<file path="src/rtl/loop_rotation_ctrl.sv">
module loop_rotation_ctrl #(
  parameter int LC_W     = 64,
  parameter int EC_W     = 6,
  parameter int GR_FIRST = 32,
  parameter int GR_COUNT = 96,
  parameter int GR_IDX_W = 7,
  parameter int PR_FIRST = 16,
  parameter int PR_COUNT = 48,
  parameter int PR_IDX_W = 6
) (
  input  logic                  clk,
  input  logic                  rst_n,
  input  logic                  cnt_wr_en,
  input  logic [LC_W-1:0]       cnt_wr_lc,
  input  logic [EC_W-1:0]       cnt_wr_ec,
  input  logic                  br_valid,
  input  logic                  br_pipelined,
  output logic                  br_taken,
  output logic                  stage_pred_we,
  output logic                  stage_pred_val,
  output logic [LC_W-1:0]       lc_q,
  output logic [EC_W-1:0]       ec_q,
  output logic [$clog2(GR_COUNT)-1:0] gr_base_q,
  output logic [$clog2(PR_COUNT)-1:0] pr_base_q,
  input  logic [GR_IDX_W-1:0]   gr_virt,
  output logic [GR_IDX_W-1:0]   gr_phys,
  input  logic [PR_IDX_W-1:0]   pr_virt,
  output logic [PR_IDX_W-1:0]   pr_phys
);
  localparam int GB_W = $clog2(GR_COUNT);
  localparam int PB_W = $clog2(PR_COUNT);
  localparam logic [GB_W-1:0]     GB_TOP = GB_W'(GR_COUNT - 1);
  localparam logic [PB_W-1:0]     PB_TOP = PB_W'(PR_COUNT - 1);
  localparam logic [GB_W:0]       GR_N   = (GB_W+1)'(GR_COUNT);
  localparam logic [PB_W:0]       PR_N   = (PB_W+1)'(PR_COUNT);
  localparam logic [GR_IDX_W-1:0] GR_LO  = GR_IDX_W'(GR_FIRST);
  localparam logic [PR_IDX_W-1:0] PR_LO  = PR_IDX_W'(PR_FIRST);

  logic lc_nz, ec_nz, go, pipe_go, cnt_go, rotate;

  assign lc_nz   = |lc_q;
  assign ec_nz   = |ec_q;
  assign go      = br_valid && !cnt_wr_en;
  assign pipe_go = go && br_pipelined;
  assign cnt_go  = go && !br_pipelined;
  assign rotate  = pipe_go && (lc_nz || ec_nz);

  assign br_taken       = rotate || (cnt_go && lc_nz);
  assign stage_pred_we  = rotate;
  assign stage_pred_val = lc_nz;

  always_ff @(posedge clk or negedge rst_n) begin
    if (!rst_n) begin
      lc_q      <= '0;
      ec_q      <= '0;
      gr_base_q <= '0;
      pr_base_q <= '0;
    end else if (cnt_wr_en) begin
      lc_q <= cnt_wr_lc;
      ec_q <= cnt_wr_ec;
    end else begin
      if (go && lc_nz)
        lc_q <= lc_q - LC_W'(1);
      if (pipe_go && !lc_nz && ec_nz)
        ec_q <= ec_q - EC_W'(1);
      if (rotate) begin
        gr_base_q <= (gr_base_q == '0) ? GB_TOP : gr_base_q - GB_W'(1);
        pr_base_q <= (pr_base_q == '0) ? PB_TOP : pr_base_q - PB_W'(1);
      end
    end
  end

  logic [GB_W:0] gr_sum, gr_wrap;
  logic [PB_W:0] pr_sum, pr_wrap;

  assign gr_sum  = (GB_W+1)'(gr_virt - GR_LO) + {1'b0, gr_base_q};
  assign gr_wrap = (gr_sum >= GR_N) ? gr_sum - GR_N : gr_sum;
  assign gr_phys = (gr_virt < GR_LO) ? gr_virt : GR_IDX_W'(gr_wrap) + GR_LO;

  assign pr_sum  = (PB_W+1)'(pr_virt - PR_LO) + {1'b0, pr_base_q};
  assign pr_wrap = (pr_sum >= PR_N) ? pr_sum - PR_N : pr_sum;
  assign pr_phys = (pr_virt < PR_LO) ? pr_virt : PR_IDX_W'(pr_wrap) + PR_LO;
endmodule

</file>
<file path="config.mk">
export PLATFORM = sky130hd
export DESIGN_NAME = loop_rotation_ctrl
export DESIGN_NICKNAME = d
export VERILOG_FILES = /design/src/rtl/loop_rotation_ctrl.sv
export SDC_FILE = /design/constraint.sdc
export NUM_CORES = 1
export LEC_CHECK = 0
export ABC_AREA = 1
export BUFFER_PORTS_ARGS = -buffer_cell sky130_fd_sc_hd__buf_2
export CAP_MARGIN = 0
export CORE_ASPECT_RATIO = 0.75
export CORE_MARGIN = 4
export CORE_UTILIZATION = 55
export CTS_BUF_LIST = sky130_fd_sc_hd__clkbuf_4 sky130_fd_sc_hd__clkbuf_8 sky130_fd_sc_hd__clkbuf_16
export DETAILED_ROUTE_END_ITERATION = 10
export PLACE_DENSITY_LB_ADDON = 0.25
export RECOVER_POWER = 100
export REMOVE_ABC_BUFFERS = 1
export SKIP_LAST_GASP = 1
export SLEW_MARGIN = 30
export SYNTH_ARGS = -nofsm -noshare
export SYNTH_HDL_FRONTEND = slang
export SYNTH_SLANG_ARGS = --single-unit
</file>
<file path="constraint.sdc">
create_clock -name clk -period 5.9 [get_ports clk]
set_input_delay 0.885 -clock clk [delete_from_list [all_inputs] [get_ports clk]]
set_output_delay 0.885 -clock clk [all_outputs]
set_load 0.1 [all_outputs]
</file>
==> impl_metrics.tcl <==
set metrics [dict create \
    design.core.area_sq_mm 0.0125 \
    syn_to_final_growth_pct 16.0 \
    start_util_pct 57.2 \
    period_needed_ps 4820 \
    cp-end-kind "output port" \
    required_ps 5020 \
    dieHeight_microns 107 \
    cts_resized 0 \
    synth-simple-area-share_pct 41.7 \
    synthDistinctLibCells 36 \
    ys_seq_area_share_pct 29.1 \
    clk_pin_slew_worst_paths_ps 60 \
    clkLatencyLatePin_ps 350 \
    final_cell_area_sq_mm 0.00828 \
    synth_top_family_by_area "simple AND/OR/NAND/NOR gates" \
    ios 187 \
    antenna_cells 0 \
    synth-edff-count 0 \
    synthMuxAreaShare_pct 0 \
    drtPass1Iterations 6 \
    drt_wl_total_microns 21500 \
    synth-compound-area-share_pct 9.40 \
    fin_tns_setup_ps 0 \
    grt_pass1_vias 7077 \
    drv_slew 0 \
    cts-buffers-inserted 9 \
    post-cts-setup-buffer-count 0 \
    max_cap_violations 0 \
    crit_path_cell_trace "buf_2 -> ha_1 -> ha_1 -> inv_1 -> fa_1 -> nand3b_1 -> nand2_1 -> nand2_1 -> nand2_1 -> ha_1 -> nand4_1 -> nand3_1 -> nand2_1 -> nand2_1 -> nor2_1 -> nor2_1 -> clkbuf_1" \
    synth_fa_ha_area_share_pct 6.00 \
    drtIter0Drc 686 \
    clock_path_buffers 2 \
    min_path_type "reg2reg" \
    cp.arrival_ps 3940 \
    fin_crit_sh_pct 81.7 \
    vias 7861 \
    grt_max_degree 75 \
    netlist.area_leader.share_pct 29.1 \
    critPathMostFrequentCell "nand2_1" \
    postCtsHoldBufs 0 \
    syn-cell-area_sq_mm 0.00713 \
    pwr_density_cell_mw_per_mm2 476 \
    synth.area.top_cells "dfrtp_1 (29%), nand2_1 (21%), nor2_1 (8.3%), inv_1 (6.9%), o21ai_0 (5.8%)" \
    rsz0062_at_grt "false" \
    setup_viol 0 \
    yosysTopAreaCell "dfrtp_1" \
    cts_sinks 83 \
    drc 0 \
    grt-ovfl-total 0 \
    antenna_found_initial 0 \
    ys_seq_elements 83 \
    syn-instance-count 1158 \
    grt_pass1_wl_microns 34900 \
    yosysMostFrequentCell "nand2_1" \
    hold_viol_final 0 \
    final_layout_size_suffix_gt1_share_pct 10.4 \
    wire_per_inst_microns 14.4 \
    synth_ff_type "dfrtp_1" \
    cts_tree "built" \
    gp_congestion 0.971 \
    ys_warn_count 0 \
    slowest_delay_ps 860 \
    syn_avg_cell_area_sq_um 6.16 \
    worst_slew_pin_slew_ps 1320 \
    whs_ps 523 \
    cp_slowest_cell "clkbuf_1" \
    startpoint_type "input port" \
    die_w_microns 140 \
    track_usage_pct 28.7 \
    dieArea_sq_mm 0.0149 \
    slew_headroom_pct 12.2 \
    max_freq_mhz 207 \
    power.leakage_nw 4.13 \
    crit_path_max_fanout 3 \
    io_buffers 186 \
    avgViaCountPerCell 5.24 \
    dpl_cell_area_sq_mm 0.00814 \
    synth-async-reset-ratio_pct 100 \
    status "finished, final reports clean" \
    num-nets-final 1449 \
    irDropWorstVdd_mv 0.846 \
    antenna_left 0 \
    synth_xor_area_share_pct 4.54 \
    cts-root-buf "clkbuf_16" \
    htreeDepth 3 \
    skew_ps 10.2 \
    fp-row-count 35 \
    synth_common_cells "nand2_1 (404), nor2_1 (158), inv_1 (131)" \
    path_class "in2out" \
    place_hpwl_microns 16500 \
]
-- cell usage in the layout, fill, tap and decap left out, drive strengths merged, types with 3 or more instances in the layout --
| master | count |
|---|---|
| nand2 | 409 |
| clkbuf | 112 |
| nor4 | 3 |
| and2 | 3 |
| or2 | 15 |
| buf | 88 |
| nand3 | 76 |
| inv | 132 |
| dfrtp | 83 |
| nor2 | 173 |
| a21oi | 14 |
| xor2 | 22 |
| nand3b | 7 |
| nor3 | 6 |
| xnor2 | 15 |
| clkinv | 4 |
| ha | 31 |
| o21ai | 110 |
| nand4 | 18 |
-- final timing paths --
check	startpoint	end	slack (ps)	depth (start not counted)
worst min register to register	lc_q[0]	lc_q[0]	520	2
worst min-delay path	lc_q[0]	lc_q[0]	520	2
min in group asynchronous	rst_n	lc_q[9]	810	1
max in group asynchronous	rst_n	lc_q[53]	3620	2
worst max-delay path	pr_virt[1]	pr_phys[5]	1080	17
worst max register to register	lc_q[26]	lc_q[51]	2200	11
-- power by group --
part / internal (mW) / switching [mW] / leakage (nW) / total, mW
sequential: 0.675 / 0.177 / 1.02 / 0.852
combinational: 0.471 / 2.09 / 2.98 / 2.56
clock: 0.292 / 0.235 / 0.132 / 0.528
-- per-stage QoR --
step                total power [mW]  util [%]  cells  worst slack [ps]
floorplan                       2.98         -   1128               856
global placement                3.41      65.2   1483              1630
detailed placement              3.46      65.2   1483              1560
CTS                             3.99      67.4   1499              1550
global route                    4.18      66.3   1499               875
finish                          3.94      66.3   1499              1080
-- sequential cells by signal, indices dropped and copies added, names as in the netlist --
| signal | count |
|---|---|
| lc_q | 64 |
| ec_q | 6 |
| gr_base_q | 7 |
| pr_base_q | 6 |
-- critical path: cells and delay by family --
family	cells	cell delay (ps)
simple gates	10	990
fa+ha+maj	4	1020
buf+inv	3	1030
-- layer usage --
layer	vias up	part of all wire (%)	global-route usage [%]
met4	0	1.8	6.84
li1	3985	-	-
met5	-	0	0
met2	324	42	42.5
met3	29	9.8	6.42
met1	3523	47	42.8
-- layout make-up --
class	count	area, sq um
clock buffers	11	240
clock inverters	5	30.0
fillers	1251	4200
inverters	133	504
multi-input cells	912	4390
flip-flops and latches	83	2080
well taps	166	208
repair buffers	189	827
-- kinds of logic (layout without fill, tap and decap cells) --
logic type	count (synthesis)	count (layout)
flip-flops	83	83
XOR/XNOR	37	37
adder cells (fa/ha/maj)	33	33
buffers and inverters	163	338
AO/OA/AOI/OAI	131	131
AND/OR/NAND/NOR	711	711
Note: power is estimated with default switching activity, not from simulation.
